### config.mk
export PLATFORM = sky130hd
export DESIGN_NAME = bank_router
export DESIGN_NICKNAME = d
export VERILOG_FILES = /design/src/rtl/bank_router_pkg.sv /design/src/rtl/bank_router_ptr.sv /design/src/rtl/bank_router_lane.sv /design/src/rtl/bank_router_xbar.sv /design/src/rtl/bank_router.sv
export SDC_FILE = /design/constraint.sdc
export NUM_CORES = 1
export LEC_CHECK = 0
export BUFFER_PORTS_ARGS = -buffer_cell sky130_fd_sc_hd__buf_4
export CAP_MARGIN = 20
export CORE_ASPECT_RATIO = 1.25
export CORE_UTILIZATION = 50
export CTS_CLUSTER_SIZE = 20
export DETAILED_ROUTE_END_ITERATION = 7
export PLACE_DENSITY_LB_ADDON = 0.05
export SKIP_LAST_GASP = 1
export SLEW_MARGIN = 30
export SYNTH_ARGS = -nofsm -noshare
export SYNTH_HDL_FRONTEND = slang
export SYNTH_SLANG_ARGS = --single-unit
### constraint.sdc
create_clock -name clk -period 3.9 [get_ports clk]
set_input_delay 0.195 -clock clk [delete_from_list [all_inputs] [get_ports clk]]
set_output_delay 0.195 -clock clk [all_outputs]
set_load 0.1 [all_outputs]
### src/rtl/bank_router_pkg.sv
package bank_router_pkg;

   typedef enum logic [2:0] {
      CFG_TRIO  = 3'd0,
      CFG_CASC3 = 3'd1,
      CFG_CASC2 = 3'd2,
      CFG_WIDE2 = 3'd3,
      CFG_WCASC = 3'd4,
      CFG_DEEP3 = 3'd5,
      CFG_DEEP2 = 3'd6,
      CFG_WDEEP = 3'd7
   } cfg_e;

   localparam int NCHAN = 3;
   localparam int NLANE = 6;
   localparam int NIBW  = 4;

   // number of banks spanned by a channel in a configuration
   function automatic logic [1:0] depth_mult(cfg_e c, int ch);
      if (ch == 0) begin
         case (c)
            CFG_DEEP3:            return 2'd3;
            CFG_DEEP2, CFG_WDEEP: return 2'd2;
            default:              return 2'd1;
         endcase
      end
      return 2'd1;
   endfunction

endpackage

### src/rtl/bank_router_ptr.sv
module bank_router_ptr #(
   parameter int PW = 6
) (
   input  logic          clk,
   input  logic          rst_n,
   input  logic          wr_go,
   input  logic          wr_clr,
   input  logic          rd_go,
   input  logic          rd_clr,
   input  logic [PW-1:0] last,
   output logic [PW-1:0] wp,
   output logic [PW-1:0] rp
);

   always_ff @(posedge clk or negedge rst_n) begin
      if (!rst_n) begin
         wp <= '0;
      end else if (wr_clr) begin
         wp <= '0;
      end else if (wr_go) begin
         wp <= (wp == last) ? '0 : wp + 1'b1;
      end
   end

   always_ff @(posedge clk or negedge rst_n) begin
      if (!rst_n) begin
         rp <= '0;
      end else if (rd_clr) begin
         rp <= '0;
      end else if (rd_go) begin
         rp <= (rp == last) ? '0 : rp + 1'b1;
      end
   end

endmodule

### src/rtl/bank_router_lane.sv
module bank_router_lane #(
   parameter int DEPTH = 16,
   parameter int W     = 4
) (
   input  logic                     clk,
   input  logic                     we,
   input  logic [$clog2(DEPTH)-1:0] waddr,
   input  logic [W-1:0]             wdata,
   input  logic                     re,
   input  logic [$clog2(DEPTH)-1:0] raddr,
   output logic [W-1:0]             q,
   output logic [W-1:0]             peek
);

   logic [W-1:0] mem [DEPTH];

   always_ff @(posedge clk) begin
      if (we) mem[waddr] <= wdata;
      if (re) q <= mem[raddr];
   end

   // old word at the read address, used to feed the next line of a chain
   assign peek = mem[raddr];

endmodule

### src/rtl/bank_router_xbar.sv
module bank_router_xbar
   import bank_router_pkg::*;
#(
   parameter int AW = 4,
   parameter int PW = 6
) (
   input  cfg_e                 cfg,
   input  logic [2:0]           wr_go,
   input  logic [2:0]           rd_go,
   input  logic [2:0][PW-1:0]   wp,
   input  logic [2:0][PW-1:0]   rp,
   input  logic [2:0][7:0]      din,
   input  logic [5:0][3:0]      peek,
   output logic [5:0]           lane_we,
   output logic [5:0][AW-1:0]   lane_wa,
   output logic [5:0][3:0]      lane_wd,
   output logic [5:0]           lane_re,
   output logic [5:0][AW-1:0]   lane_ra,
   output logic [5:0][2:0]      out_src,
   output logic [5:0]           out_vld
);

   logic [23:0]     flat;
   logic [1:0]      wbank, rbank;
   logic [5:0][1:0] ctl;
   logic            unused_bits;

   assign flat  = din;
   assign wbank = wp[0][AW+1:AW];
   assign rbank = rp[0][AW+1:AW];
   assign unused_bits = ^{peek[5], peek[4], wp[1][PW-1:AW], wp[2][PW-1:AW],
                          rp[1][PW-1:AW], rp[2][PW-1:AW]};

   // controlling channel of each nibble lane for the non-deep layouts
   always_comb begin
      for (int l = 0; l < NLANE; l++) ctl[l] = 2'(l / 2);
      if (cfg == CFG_WIDE2 || cfg == CFG_WCASC) begin
         ctl[0] = 2'd0; ctl[1] = 2'd0; ctl[2] = 2'd0;
         ctl[3] = 2'd1; ctl[4] = 2'd1; ctl[5] = 2'd1;
      end
   end

   always_comb begin
      for (int l = 0; l < NLANE; l++) begin
         lane_we[l] = wr_go[ctl[l]];
         lane_wa[l] = wp[ctl[l]][AW-1:0];
         lane_wd[l] = flat[l*4 +: 4];
         lane_re[l] = rd_go[ctl[l]];
         lane_ra[l] = rp[ctl[l]][AW-1:0];
         out_src[l] = 3'(l);
         out_vld[l] = rd_go[ctl[l]];
      end
      case (cfg)
         CFG_CASC3, CFG_CASC2: begin
            for (int l = 2; l < NLANE; l++) begin
               if (cfg == CFG_CASC3 || l < 4) begin
                  lane_we[l] = rd_go[0];
                  lane_wa[l] = rp[0][AW-1:0];
                  lane_wd[l] = peek[l-2];
                  lane_re[l] = rd_go[0];
                  lane_ra[l] = rp[0][AW-1:0];
                  out_vld[l] = rd_go[0];
               end
            end
         end
         CFG_WCASC: begin
            for (int j = 0; j < 3; j++) begin
               lane_we[(j == 2) ? 3 : 4 + j] = rd_go[0];
               lane_wa[(j == 2) ? 3 : 4 + j] = rp[0][AW-1:0];
               lane_wd[(j == 2) ? 3 : 4 + j] = peek[j];
               lane_re[(j == 2) ? 3 : 4 + j] = rd_go[0];
               lane_ra[(j == 2) ? 3 : 4 + j] = rp[0][AW-1:0];
               out_vld[(j == 2) ? 3 : 4 + j] = rd_go[0];
            end
         end
         CFG_DEEP3, CFG_DEEP2: begin
            for (int l = 0; l < NLANE; l++) begin
               if (cfg == CFG_DEEP3 || l < 4) begin
                  lane_we[l] = wr_go[0] && (wbank == 2'(l / 2));
                  lane_wa[l] = wp[0][AW-1:0];
                  lane_wd[l] = flat[(l % 2)*4 +: 4];
                  lane_re[l] = rd_go[0] && (rbank == 2'(l / 2));
                  lane_ra[l] = rp[0][AW-1:0];
               end
            end
            out_src[0] = {rbank, 1'b0};
            out_src[1] = {rbank, 1'b1};
            out_vld[0] = rd_go[0];
            out_vld[1] = rd_go[0];
            out_vld[2] = 1'b0;
            out_vld[3] = 1'b0;
            if (cfg == CFG_DEEP3) begin
               out_vld[4] = 1'b0;
               out_vld[5] = 1'b0;
            end
         end
         CFG_WDEEP: begin
            for (int l = 0; l < NLANE; l++) begin
               lane_wa[l] = wp[0][AW-1:0];
               lane_ra[l] = rp[0][AW-1:0];
            end
            lane_we[0] = wr_go[0] && !wbank[0];
            lane_we[1] = wr_go[0] && !wbank[0];
            lane_we[2] = wr_go[0] && !wbank[0];
            lane_we[3] = wr_go[0] &&  wbank[0];
            lane_we[4] = wr_go[0] &&  wbank[0];
            lane_we[5] = wr_go[0] &&  wbank[0];
            lane_re[0] = rd_go[0] && !rbank[0];
            lane_re[1] = rd_go[0] && !rbank[0];
            lane_re[2] = rd_go[0] && !rbank[0];
            lane_re[3] = rd_go[0] &&  rbank[0];
            lane_re[4] = rd_go[0] &&  rbank[0];
            lane_re[5] = rd_go[0] &&  rbank[0];
            lane_wd[0] = flat[3:0];
            lane_wd[1] = flat[7:4];
            lane_wd[2] = flat[11:8];
            lane_wd[3] = flat[11:8];
            lane_wd[4] = flat[3:0];
            lane_wd[5] = flat[7:4];
            out_src[0] = rbank[0] ? 3'd4 : 3'd0;
            out_src[1] = rbank[0] ? 3'd5 : 3'd1;
            out_src[2] = rbank[0] ? 3'd3 : 3'd2;
            out_vld[0] = rd_go[0];
            out_vld[1] = rd_go[0];
            out_vld[2] = rd_go[0];
            out_vld[3] = 1'b0;
            out_vld[4] = 1'b0;
            out_vld[5] = 1'b0;
         end
         default: ;
      endcase
   end

endmodule

### src/rtl/bank_router.sv
module bank_router
   import bank_router_pkg::*;
#(
   parameter int DEPTH = 16
) (
   input  logic       clk,
   input  logic       rst_n,
   input  logic [2:0] mode,
   input  logic       wr_en_a,
   input  logic       wr_rst_a,
   input  logic [7:0] wr_data_a,
   input  logic       rd_en_a,
   input  logic       rd_rst_a,
   output logic [7:0] rd_data_a,
   output logic [1:0] rd_oe_a,
   input  logic       wr_en_b,
   input  logic       wr_rst_b,
   input  logic [7:0] wr_data_b,
   input  logic       rd_en_b,
   input  logic       rd_rst_b,
   output logic [7:0] rd_data_b,
   output logic [1:0] rd_oe_b,
   input  logic       wr_en_c,
   input  logic       wr_rst_c,
   input  logic [7:0] wr_data_c,
   input  logic       rd_en_c,
   input  logic       rd_rst_c,
   output logic [7:0] rd_data_c,
   output logic [1:0] rd_oe_c
);

   localparam int AW = $clog2(DEPTH);
   localparam int PW = AW + 2;

   if (DEPTH < 2 || (DEPTH & (DEPTH - 1)) != 0) begin : g_bad_depth
      $error("bank_router: DEPTH must be a power of two of at least 2");
   end

   cfg_e                  cfg;
   logic [2:0]            wr_en, wr_clr, rd_en, rd_clr, wr_go, rd_go;
   logic [2:0][7:0]       din;
   logic [2:0][PW-1:0]    wp_q, rp_q, last;
   logic [5:0]            lane_we, lane_re, out_vld, oe_q;
   logic [5:0][AW-1:0]    lane_wa, lane_ra;
   logic [5:0][3:0]       lane_wd, lane_q, lane_peek, nib;
   logic [5:0][2:0]       out_src, sel_q;

   assign cfg    = cfg_e'(mode);
   assign wr_en  = {wr_en_c,  wr_en_b,  wr_en_a};
   assign wr_clr = {wr_rst_c, wr_rst_b, wr_rst_a};
   assign rd_en  = {rd_en_c,  rd_en_b,  rd_en_a};
   assign rd_clr = {rd_rst_c, rd_rst_b, rd_rst_a};
   assign din    = {wr_data_c, wr_data_b, wr_data_a};
   assign wr_go  = wr_en & ~wr_clr;
   assign rd_go  = rd_en & ~rd_clr;

   always_comb begin
      for (int i = 0; i < NCHAN; i++)
         last[i] = PW'(DEPTH * int'(depth_mult(cfg, i)) - 1);
   end

   for (genvar i = 0; i < NCHAN; i++) begin : g_ptr
      bank_router_ptr #(.PW(PW)) u_ptr (
         .clk    (clk),
         .rst_n  (rst_n),
         .wr_go  (wr_go[i]),
         .wr_clr (wr_clr[i]),
         .rd_go  (rd_go[i]),
         .rd_clr (rd_clr[i]),
         .last   (last[i]),
         .wp     (wp_q[i]),
         .rp     (rp_q[i])
      );
   end

   for (genvar l = 0; l < NLANE; l++) begin : g_lane
      bank_router_lane #(.DEPTH(DEPTH), .W(NIBW)) u_lane (
         .clk   (clk),
         .we    (lane_we[l]),
         .waddr (lane_wa[l]),
         .wdata (lane_wd[l]),
         .re    (lane_re[l]),
         .raddr (lane_ra[l]),
         .q     (lane_q[l]),
         .peek  (lane_peek[l])
      );
   end

   bank_router_xbar #(.AW(AW), .PW(PW)) u_xbar (
      .cfg     (cfg),
      .wr_go   (wr_go),
      .rd_go   (rd_go),
      .wp      (wp_q),
      .rp      (rp_q),
      .din     (din),
      .peek    (lane_peek),
      .lane_we (lane_we),
      .lane_wa (lane_wa),
      .lane_wd (lane_wd),
      .lane_re (lane_re),
      .lane_ra (lane_ra),
      .out_src (out_src),
      .out_vld (out_vld)
   );

   // output nibble source and drive enable follow the lane registers by the same edge
   always_ff @(posedge clk or negedge rst_n) begin
      if (!rst_n) begin
         sel_q <= '0;
         oe_q  <= '0;
      end else begin
         sel_q <= out_src;
         oe_q  <= out_vld;
      end
   end

   always_comb begin
      for (int o = 0; o < NLANE; o++)
         nib[o] = oe_q[o] ? lane_q[sel_q[o]] : 4'h0;
   end

   assign rd_data_a = {nib[1], nib[0]};
   assign rd_data_b = {nib[3], nib[2]};
   assign rd_data_c = {nib[5], nib[4]};
   assign rd_oe_a   = oe_q[1:0];
   assign rd_oe_b   = oe_q[3:2];
   assign rd_oe_c   = oe_q[5:4];

endmodule

==> results.json <==
{
  "drive_gt1_share_pct": 18.7,
  "slew_headroom_pct": 46.0,
  "synth_xor_area_share_pct": 0.632,
  "finClkSkew_ns": 0.0218,
  "hold_ws_ns": 0.0120,
  "hold_viol_final": 0,
  "cts_hold_buf": 21,
  "io_pins": 71,
  "cpPeakStageDelay_ns": 0.58,
  "final-setup-viol-count": 0,
  "cp.required_ns": 4.19,
  "first_iter_violations": 1151,
  "clkPwrFrac_pct": 38.7,
  "fin_crit_sh_pct": 81.1,
  "cts_inserted_buffers": 45,
  "ys_ff_latch": 452,
  "syn2layout_area_growth_pct": 15.0,
  "end_kind": "register",
  "grt_pass1_wl_microns": 81300,
  "worst_slack_ns": 0.739,
  "final_common_cell": "edfxtp_1",
  "multi_input_area_sq_um": 6990,
  "min_path_type": "in -> reg",
  "syn_nets": 1570,
  "avgViaCountPerCell": 5.99,
  "drc": 0,
  "antenna_found_initial": 0,
  "rsz0062_at_grt": "false",
  "internal_power_w": 0.00839,
  "core_sq_um": 41000,
  "nets": 1693,
  "cts_max_level": 2,
  "fin_crit_ns": 3.16,
  "worst_pin_slew_ns": 0.789,
  "vias": 13400,
  "cts_buffer_depth": 3,
  "switchingPower_w": 0.00277,
  "clk_latency_ns": 0.56,
  "synth_compound_area_share_pct": 9.40,
  "netlist_area_sq_um": 20800,
  "syn_inst": 1520,
  "grtUsageTotal_pct": 26.0,
  "cts-root-buf": "clkbuf_16",
  "die_h_microns": 230,
  "synth_area_leaders": "edfxtp_1 (59%), mux4_2 (5.6%), mux2i_1 (5.4%)",
  "cts_tree": "yes",
  "seq_area_frac_synth_pct": 64.2,
  "routedWlPerCell_microns": 24.1,
  "start_kind": "register",
  "firstDrtPassIters": 5,
  "grt_overflow": 0,
  "dieArea_sq_um": 42400,
  "layout_common_cells": "edfxtp_1 (408), nor2_1 (158), nand2_1 (156), buf_4 (143), mux2i_1 (112)",
  "leakage_nw": 8.40,
  "cp_slowest_cell": "a2111oi_0",
  "tns_ns": 0,
  "path_class": "reg -> reg",
  "post-dp-hpwl_microns": 38000,
  "dp_slack_ns": 0.603,
  "fp.dieW_microns": 184,
  "pwr-share-seq_pct": 49.4,
  "synth_top_family_by_area": "multiplexers",
  "finalWirelength_microns": 53700,
  "n_fill_cell": 3291,
  "swShare_pct": 24.8,
  "yosys_warnings": 0,
  "status": "completed",
  "yosysTopAreaCellShare_pct": 58.9,
  "placementRows": 83,
  "arrival_ns": 3.45,
  "synthSimpleGateAreaFrac_pct": 11.0,
  "power_w": 0.0112,
  "register_area_sq_um": 13400,
  "maxCapViolCount": 0,
  "synth_top_area_cell": "edfxtp_1",
  "syn_area_per_cell_sq_um": 13.7,
  "cts.sinks": 452,
  "drtAntennaViolNets": 0,
  "report.final.slew_viol_count": 0,
  "start_util_pct": 50.7,
  "synth_top_flop_cell": "edfxtp_1",
  "comb_power_share_pct": 12.0,
  "synth_edf_count": 408,
  "cp_cell_sequence": "buf_4, or4b_1, nand3_1, a211oi_1, a2111oi_0, nand3_1, a2bb2oi_1, buf_4",
  "synth_fa_ha_area_share_pct": 0.590,
  "grt_pass1_vias": 13300,
  "fmax_mhz": 316,
  "synthArstFlopShare_pct": 9.73,
  "worstPathMaxFanout": 16,
  "cts_setup_buffers": 0,
  "yosysUniqueCellTypes": 82,
  "grt_max_degree": 54,
  "synth_mux_area_share_pct": 11.7,
  "clk_pin_slew_ns": 0.07,
  "power.density_nw_per_um2": 467,
  "ir_drop_mv": 0.370,
  "io_buffers": 70,
  "ctsResizeCount": 0,
  "place_congestion": 0.893
}
[cell type report]
| cell class | count | share of cell area, % |
|---|---|---|
| sequential | 452 | 55.9 |
| inverter | 20 | 0.314 |
| clock buffer | 48 | 4.85 |
| antenna | 1 | 0.0105 |
| multi-input combinational | 958 | 29.2 |
| timing repair buffer | 166 | 5.54 |
| clock inverter | 32 | 1.30 |
| tap | 552 | 2.89 |
[cells in the mapped netlist (10+ instances only)]
cell      count
mux2_2       10
a21oi_1      46
and2_1       16
dfrtp_1      44
edfxtp_1    408
a22oi_1      10
mux4_2       52
a221oi_1     14
clkbuf_1     52
nand4_1      11
o21ai_0      43
a31oi_1      12
mux2i_1     112
nand3_1      29
inv_1        17
nor3_1       12
buf_2        14
nor2b_1      12
a21boi_0     18
o22ai_1      28
nand2b_1     25
a32oi_1      26
and3_1       10
a211oi_1     14
buf_4        10
nor2_1      158
nand2_1     156
[state kept, by name, indices dropped and copies added (netlist names)]
signal / flops
g_ptr.u_ptr.rp: 18
sel_q: 4
g_ptr.u_ptr.wp: 18
g_lane.u_lane.mem: 384
oe_q: 4
g_lane.u_lane.q: 24
[through the flow]
stage,instance area [sq um],cells,utilization (%)
floorplan,20800,1520,-
global placement,22200,2127,54.1
detailed placement,22200,2127,54.2
CTS,23900,2228,58.3
global route,23900,2228,58.3
finish,23900,2229,58.3
[worst max-delay path, delay by kind of cell (launching register included)]
kind	cells	cell delay, ns
buffers and inverters	2	0.48
flip-flops	1	0.40
AND/OR/NAND/NOR	3	1.10
AO/OA/AOI/OAI	3	0.89
[routing by layer]
| metal | track usage [%] | part of all wire [%] |
|---|---|---|
| met1 | 34.1 | 41 |
| met2 | 44.0 | 50 |
| met3 | 3.14 | 5.4 |
| met4 | 9.87 | 3.7 |
| met5 | 0 | 0 |
[cell families after synthesis]
| group | count (synthesis) |
|---|---|
| buf+inv | 110 |
| flops | 452 |
| simple gates | 481 |
| other cells | 1 |
| compound gates | 278 |
| mux | 176 |
| fa+ha+maj | 10 |
| xor+xnor | 12 |
[path summary, 6_finish.rpt]
kind                                      start                          end  slack [ns]  cells after the start
setup / recovery           g_ptr[1].u_ptr.rp[0]  g_lane[4].u_lane.mem[11][1]        0.74                      8
hold / removal                     wr_data_a[0]   g_lane[0].u_lane.mem[9][0]        0.01                      1
setup reg to reg           g_ptr[1].u_ptr.rp[0]  g_lane[4].u_lane.mem[11][1]        0.74                      8
hold reg to reg            g_ptr[2].u_ptr.rp[5]         g_ptr[2].u_ptr.rp[5]        0.57                      2
max in group asynchronous                 rst_n         g_ptr[0].u_ptr.rp[1]        3.18                      2
min in group asynchronous                 rst_n         g_ptr[2].u_ptr.wp[5]        0.20                      2
[power by group through the flow]
stage                     Sequential (W)  Combinational (W)  Clock, W
after floorplan                  0.00560           0.000824         0
after global placement           0.00561            0.00130         0
after detailed placement         0.00561            0.00132         0
after CTS                        0.00551            0.00134   0.00440
after global routing             0.00551            0.00142   0.00456
final                            0.00551            0.00133   0.00432
(Power assumes the default switching activity.)
